[config.mk]
export PLATFORM = sky130hd
export DESIGN_NAME = frac_n_word_calc
export DESIGN_NICKNAME = d
export VERILOG_FILES = /design/src/rtl/frac_n_word_calc.sv
export SDC_FILE = /design/constraint.sdc
export NUM_CORES = 2
export LEC_CHECK = 0
export BUFFER_PORTS_ARGS = -buffer_cell sky130_fd_sc_hd__buf_2
export CELL_PAD_IN_SITES_DETAIL_PLACEMENT = 0
export CELL_PAD_IN_SITES_GLOBAL_PLACEMENT = 1
export CORE_AREA = 2 2 368 370
export DETAILED_ROUTE_END_ITERATION = 6
export DIE_AREA = 0 0 370 372
export PLACE_DENSITY_LB_ADDON = 0.1
export SLEW_MARGIN = 20
export SYNTH_ARGS = -nofsm -noshare
export SYNTH_HDL_FRONTEND = slang
export SYNTH_SLANG_ARGS = --single-unit
[constraint.sdc]
create_clock -name clk -period 16.1 [get_ports clk]
set_clock_uncertainty 0.15 [all_clocks]
set_input_delay 2.415 -clock clk [delete_from_list [all_inputs] [get_ports clk]]
set_output_delay 2.415 -clock clk [all_outputs]
set_load 0.05 [all_outputs]
[src/rtl/frac_n_word_calc.sv]
module frac_n_word_calc #(
  parameter int FW = 32,
  parameter int SW = 16,
  parameter int DW = 64,
  parameter int FRAC_BITS = 18,
  parameter logic [FW-1:0] REF_HZ = 32'd19_200_000,
  parameter logic [FW-1:0] F_MIN = 32'd1_000_000_000,
  parameter logic [FW-1:0] F_MAX = 32'd3_500_000_000,
  parameter logic [FW-1:0] GAIN_LO_MAX = 32'd1_900_000_000,
  parameter logic [FW-1:0] GAIN_MID_MAX = 32'd3_000_000_000,
  parameter logic [FW-1:0] INV_BELOW = 32'd1_100_000_000,
  parameter logic [DW-1:0] STEP_SCALE = 64'd1_000_000
) (
  input  logic                   clk,
  input  logic                   rst_n,
  input  logic                   start,
  input  logic [FW-1:0]          freq_hz,
  input  logic                   ssc_en,
  input  logic [SW-1:0]          ssc_freq,
  input  logic [SW-1:0]          ssc_offset,
  input  logic [SW-1:0]          ssc_adj,
  output logic                   busy,
  output logic                   done,
  output logic [7:0]             int_word,
  output logic [7:0]             frac_lo,
  output logic [7:0]             frac_mid,
  output logic [FRAC_BITS-17:0]  frac_hi,
  output logic [3:0]             gain_code,
  output logic [3:0]             inv_code,
  output logic [SW-1:0]          ssc_period,
  output logic [SW-1:0]          ssc_step
);

  localparam int QW = FRAC_BITS + 8;
  localparam int CW = $clog2(DW);
  localparam logic [CW-1:0] CNT_LAST = CW'(DW - 1);

  typedef enum logic [1:0] {S_IDLE, S_DIV, S_NEXT} st_t;

  st_t            st;
  logic [2:0]     ph;
  logic [CW-1:0]  cnt;
  logic [DW-1:0]  quo, rem, dvs, per;
  logic [FW-1:0]  fc;
  logic           en_q;
  logic [SW-1:0]  sf_q, off_q, adj_q;
  logic [QW-1:0]  qword;

  logic [DW:0]    trial, diff;
  logic           fits;
  logic [FW-1:0]  fin_c;
  logic [QW-1:0]  qsel;
  logic [3:0]     gain_w, inv_w;
  logic [DW-1:0]  prod;
  logic           finish;

  assign busy   = (st != S_IDLE);
  assign trial  = {rem, quo[DW-1]};
  assign diff   = trial - {1'b0, dvs};
  assign fits   = trial >= {1'b0, dvs};
  assign fin_c  = (freq_hz < F_MIN) ? F_MIN : ((freq_hz > F_MAX) ? F_MAX : freq_hz);
  assign qsel   = (ph == 3'd0) ? quo[QW-1:0] : qword;
  assign gain_w = (fc <= GAIN_LO_MAX) ? 4'd8 : ((fc <= GAIN_MID_MAX) ? 4'd10 : 4'd12);
  assign inv_w  = (fc < INV_BELOW) ? 4'd8 : 4'd0;
  assign prod   = DW'(qword) * DW'(off_q) * (DW'(adj_q) + DW'(1));
  assign finish = (st == S_NEXT) && ((ph == 3'd0 && !en_q) || ph == 3'd4);

  always_ff @(posedge clk) begin
    if (!rst_n) begin
      st <= S_IDLE; ph <= '0; cnt <= '0;
      quo <= '0; rem <= '0; dvs <= '0; per <= '0;
      fc <= '0; en_q <= 1'b0; sf_q <= '0; off_q <= '0; adj_q <= '0; qword <= '0;
      done <= 1'b0;
      int_word <= '0; frac_lo <= '0; frac_mid <= '0; frac_hi <= '0;
      gain_code <= '0; inv_code <= '0; ssc_period <= '0; ssc_step <= '0;
    end else begin
      done <= 1'b0;
      case (st)
        S_IDLE: if (start) begin
          fc <= fin_c; en_q <= ssc_en;
          sf_q <= ssc_freq; off_q <= ssc_offset; adj_q <= ssc_adj;
          quo <= DW'(fin_c) << FRAC_BITS;
          dvs <= DW'(REF_HZ) << 1;
          rem <= '0; cnt <= '0; ph <= '0;
          st <= S_DIV;
        end
        S_DIV: begin
          quo <= {quo[DW-2:0], fits};
          rem <= fits ? diff[DW-1:0] : trial[DW-1:0];
          cnt <= cnt + 1'b1;
          if (cnt == CNT_LAST) st <= S_NEXT;
        end
        default: begin
          rem <= '0; cnt <= '0; ph <= ph + 3'd1; st <= S_DIV;
          case (ph)
            3'd0: begin
              qword <= quo[QW-1:0];
              quo <= DW'(REF_HZ) + DW'(sf_q >> 1);
              dvs <= DW'(sf_q);
            end
            3'd1: begin
              per <= (quo >> 1) - DW'(1);
              quo <= quo >> 1;
              dvs <= DW'(adj_q) + DW'(1);
            end
            3'd2: begin
              per <= per - rem;
              quo <= prod;
              dvs <= per - rem + DW'(1);
            end
            3'd3: begin
              quo <= quo + (STEP_SCALE >> 1);
              dvs <= STEP_SCALE;
            end
            default: ;
          endcase
          if (finish) begin
            st <= S_IDLE;
            ph <= '0;
            done <= 1'b1;
            int_word  <= qsel[QW-1:FRAC_BITS];
            frac_lo   <= qsel[7:0];
            frac_mid  <= qsel[15:8];
            frac_hi   <= qsel[FRAC_BITS-1:16];
            gain_code <= gain_w;
            inv_code  <= inv_w;
            ssc_period <= en_q ? per[SW-1:0] : '0;
            ssc_step   <= en_q ? quo[SW-1:0] : '0;
          end
        end
      endcase
    end
  end

  assert_fc_in_range_R1: assert property (@(posedge clk) disable iff (!rst_n)
    busy |-> (fc >= F_MIN && fc <= F_MAX));

  assert_inv_implies_low_gain_R4: assert property (@(posedge clk) disable iff (!rst_n)
    done |-> (inv_code == 4'd0 || gain_code == 4'd8));

  assert_spread_off_zero_R7: assert property (@(posedge clk) disable iff (!rst_n)
    (done && !en_q) |-> (ssc_period == '0 && ssc_step == '0));

  assert_done_single_R8: assert property (@(posedge clk) disable iff (!rst_n)
    done |=> !done);

  assert_idle_on_done_R8: assert property (@(posedge clk) disable iff (!rst_n)
    done |-> !busy);

  assert_start_accept_R8: assert property (@(posedge clk) disable iff (!rst_n)
    (start && !busy) |=> busy);

  assert_no_restart_R9: assert property (@(posedge clk) disable iff (!rst_n)
    (busy && !done && $past(busy)) |-> $stable(fc));

  assert_hold_results_R10: assert property (@(posedge clk) disable iff (!rst_n)
    !done |-> $stable({int_word, frac_lo, frac_mid, frac_hi, gain_code, inv_code, ssc_period, ssc_step}));

endmodule

# == Word-level counts from Yosys, hierarchy flattened ==
# Cells that the tools add are included.
# classes
mul,2
n_eq_ne,9
n_reduce_logical,19
bitwise_logic,3
magnitude_cmp,6
n_mux,28
add_sub_neg,9
# op_table
cell,count
64-bit one-hot mux with 2 select lines,4
64-bit one-hot mux with 4 select lines,2
64-bit two-way mux,4
64-bit subtractor,2
65-bit by 64-bit >= comparator with 1-bit output,1
64-bit by 1-bit adder with 64-bit output (second input constant),1
64-bit by 19-bit adder with 64-bit output (second input constant),1
42-bit by 64-bit multiplier with 64-bit output,1
32-bit two-way mux,2
63-bit by 1-bit subtractor with 64-bit output (second input constant),1
26-bit by 16-bit multiplier with 42-bit output,1
32-bit greater-than comparator (second input constant),1
32-bit by 31-bit less-or-equal comparator with 1-bit output (second input constant),1
32-bit less-or-equal comparator (second input constant),1
32-bit by 30-bit less-than comparator with 1-bit output (second input constant),1
32-bit by 31-bit less-than comparator with 1-bit output (second input constant),1
16-bit two-way mux,2
25-bit by 15-bit adder with 26-bit output (first input constant),1
26-bit two-way mux,1
16-bit by 1-bit adder with 17-bit output (second input constant),1
3-bit two-way mux,4
6-bit one-hot mux with 2 select lines,1
2-bit AND reduction,6
6-bit by 1-bit adder with 6-bit output (second input constant),1
26 further kinds,34
# totals
wordCells,98
output_inout_bits,68
in_bits,84
register_bits,441

# == Longest topological paths before layout ==
# logic_depth
word_depth,6
ltp_mapped,55
depth_no_buf,51

# == Worst setup path before layout ==
# OpenSTA, ideal clock, no wires.
# synth_path
path_type,reg-to-reg
from,register off_q[1] (netlist name)
to,register quo[59]
slack_ns,3.234
synth_period_minus_slack_ns,12.866
t_required_ns,15.844
setup_time_ns,0.106
arrival_time_ns,12.610
path_buffers,3
stages_incl_launch_ff,51
path_cell_list,dfxtp_1 clkbuf_1 clkbuf_1 nand2_1 fa_1 fa_1 fa_1 inv_1 fa_1 fa_1 inv_1 fa_1 inv_1 ha_1 a21o_1 a21o_1 a21oi_1 nor2b_1 (+15 left out) fa_1 inv_1 fa_1 inv_1 ha_1 clkbuf_1 a21oi_1 o21bai_1 a21o_1 a21o_1 a21o_1 a21o_1 a21oi_1 o21ai_0 a221oi_1 o31ai_1 a21o_1 o311ai_0
# synth_rtl
element,line,rtl
"end signal, assigned",82,quo <= DW'(fin_c) << FRAC_BITS;
"end signal, assigned",88,"quo <= {quo[DW-2:0], fits};"
"end signal, assigned",98,quo <= DW'(REF_HZ) + DW'(sf_q >> 1);
"end, declared",43,"logic [DW-1:0] quo, rem, dvs, per;"

==> impl_metrics.ini <==
[outcome]
status = complete, no violations

[cells_and_area]
final_area_mm2 = 0.0708
fill_cells = 13100
nets = 9565
flow.area_growth_from_synthesis_pct = 6.38
drive_gt1_share_pct = 6.06

[synth]
netlist.top_cell.by_area = fa_1
synth_most_common_cell = nand2_1
synth_top_area_share_pct = 28.1
synth_common_cells = nand2_1 (1374), inv_1 (1216), fa_1 (936)
syn-cell-area_mm2 = 0.0666
synth_flop_cell = dfxtp_1
synth.avg_cell_area_um2 = 7.99
synth.area.top_cells = fa_1 (28%), dfxtp_1 (13%), nand2_1 (7.7%)
async_flop_share_pct = 0
yosysWarnings = 0
synth_cell_types = 104
yosysSeqAreaShare_pct = 13.1
ys_ff_latch = 437
synth-edff-count = 0
synthCells = 8331

[clock_tree]
cts_buffers = 56
hold_buffers = 0
clk_pin_slew_ns = 0.06
clk_latency_ns = 0.67
htreeDepth = 2
post-cts-setup-buffers = 0
cts_tree = built
cts_root_buffer = clkbuf_16
cts_sinks = 437
clk_path_buf_depth = 3
post_cts_resized = 0

[route]
drc_errors = 0
viasPerCell = 5.79
wl_per_cell_um = 23.3
drt-initial-drc-count = 4760
first_pass_iters = 6
vias = 57800
ant_nets = 0
wirelength_um = 232000

[worst_setup_path]
rr_worst_depth = 46
cp_slowest_stage_delay_ns = 1.03
r2r_slack_ns = 1.36
arrival_ns = 15.13
crit_top_cell = fa_1
worstPathRequired_ns = 16.49
endpoint_kind = flip-flop
cp_slowest_cell = dfxtp_1
critPathMaxFanout = 27
worst-setup-path-type = reg2reg
cp-start-kind = flip-flop
rr_startpoint = off_q[1]$_SDFFE_PN0P_
r2r-end = quo[59]$_SDFFE_PN0P_

[power_and_ir_drop]
p_per_area_mw_per_mm2 = 74.0
leakage_nw = 32.9
vdd.ir_drop.worst_mv = 0.122

[floorplanning]
core_mm2 = 0.134
start_util_pct = 49.6
io-pin-count = 152
die-area_mm2 = 0.138
rows = 135
die_w_um = 370
fp.dieH_um = 372

[timing]
whs_ns = 0.302
rsz0062_at_grt = false
finalHoldViolCount = 0
min_period_ns = 14.74
tns_ns = 0
slew_viol_final = 0
fin_crit_sh_pct = 91.6
tightest_slew_ns = 1.15
max_freq_mhz = 67.8
relSlewSlack_pct = 23.1
timing.final.ws_setup_ns = 1.36
setup_viol = 0

[placed_design]
dp_slack_ns = 1.47
placedInstanceArea_mm2 = 0.0688
portBuffers = 147
hpwlAfterDp_um = 183000
place_congestion = 0.972

[global_route]
grt_use_total_pct = 33.7
antenna_found_initial = 10
grt_pass1_wl_um = 357000
grt-ovfl-total = 0
grt_pass1_vias = 58700
grt_max_degree = 101

[hold_path]
hp-class = reg2reg
holdPathEnd = dvs[61]$_SDFFE_PN0P_
worstHoldStart = dvs[61]$_SDFFE_PN0P_
holdPathStages = 2

[flow_run]
max-cap-violations = 0
per-stage QoR:
stage	utilization [%]	power (W)	std cells
after floorplan	-	0.00310	8334
after global placement	51.3	0.00386	9873
after detailed placement	51.3	0.00385	9874
after CTS	52.7	0.00524	9979
after global routing	52.7	0.00553	9979
final	52.7	0.00524	9981
layout make-up:
| class | count | area [um^2] | share of cell area (%) |
|---|---|---|---|
| antenna | 2 | 5.00 | 0.00707 |
| clock buffer | 81 | 1590 | 2.24 |
| clock inverter | 24 | 374 | 0.528 |
| inverter | 1216 | 4570 | 6.45 |
| multi-input combinational | 6147 | 51500 | 72.7 |
| sequential | 437 | 8750 | 12.4 |
| tap | 1781 | 2230 | 3.15 |
| timing repair buffer | 293 | 1850 | 2.61 |
logic make-up after synthesis:
family | Yosys count | synth area share [%]
other cells | 1 | 0.00563
xor+xnor | 402 | 5.29
simple gates | 2773 | 19.3
mux | 42 | 0.637
compound gates | 1596 | 16.0
buf+inv | 1750 | 10.1
fa+ha+maj | 1330 | 35.6
flops | 437 | 13.1
worst max-delay path: cells and delay by family (launching register included):
kind                       cells  cell delay [ns]
adders and majority gates     14             6.92
AOI/OAI and AO/OA             19             4.24
and+or+nand+nor                5             1.07
DFF                            1             1.03
xor gates and xnor gates       1             0.83
buffers and inverters          7             0.34
registers in the layout, indices dropped and copies added (netlist names), 2 cells and up:
name,flops
st,2
rem,64
cnt,6
dvs,64
adj_q,16
quo,64
ph,3
fc,32
frac_hi,2
gain_code,3
sf_q,16
frac_mid,8
ssc_step,16
int_word,8
qword,26
ssc_period,16
per,64
frac_lo,8
off_q,16
report_power, final:
part           switching [W]  internal [W]
logic                0.00172      0.000923
registers          0.0000985       0.00114
clock network       0.000563      0.000801
total                0.00238       0.00286
metal layers:
metal  track usage, %  routed length, um
met1             44.6              98700
met4             12.4               9770
met3             5.06              15500
met5                0                 91
met2             56.0             108000
worst max path at each step:
stage	startpoint	to	slack (ns)	depth (start not counted)
global placement	off_q[1]$_SDFFE_PN0P_	quo[54]$_SDFFE_PN0P_	1.70	46
detailed placement	off_q[1]$_SDFFE_PN0P_	quo[59]$_SDFFE_PN0P_	1.47	46
finish	off_q[1]$_SDFFE_PN0P_	quo[59]$_SDFFE_PN0P_	1.36	46
CTS	off_q[1]$_SDFFE_PN0P_	quo[59]$_SDFFE_PN0P_	1.44	46
floorplan	off_q[1]$_SDFFE_PN0P_	quo[59]$_SDFFE_PN0P_	3.23	50
global route	off_q[1]$_SDFFE_PN0P_	quo[59]$_SDFFE_PN0P_	0.57	46
placed cells by master (no fill, tap or decap), types with 69 or more instances in the layout:
cell,count
nor2_1,455
ha_1,393
nor3_1,82
o211ai_1,69
buf_2,146
nand2b_1,79
inv_1,1215
xnor2_1,226
nand2_1,1371
a21o_1,152
nand3_1,129
buf_4,145
a21oi_1,404
nand4_1,78
o21ai_0,329
and2_1,283
a21boi_0,107
fa_1,936
xor2_1,152
dfxtp_1,436
No activity file was read; power rests on OpenSTA's default activity.
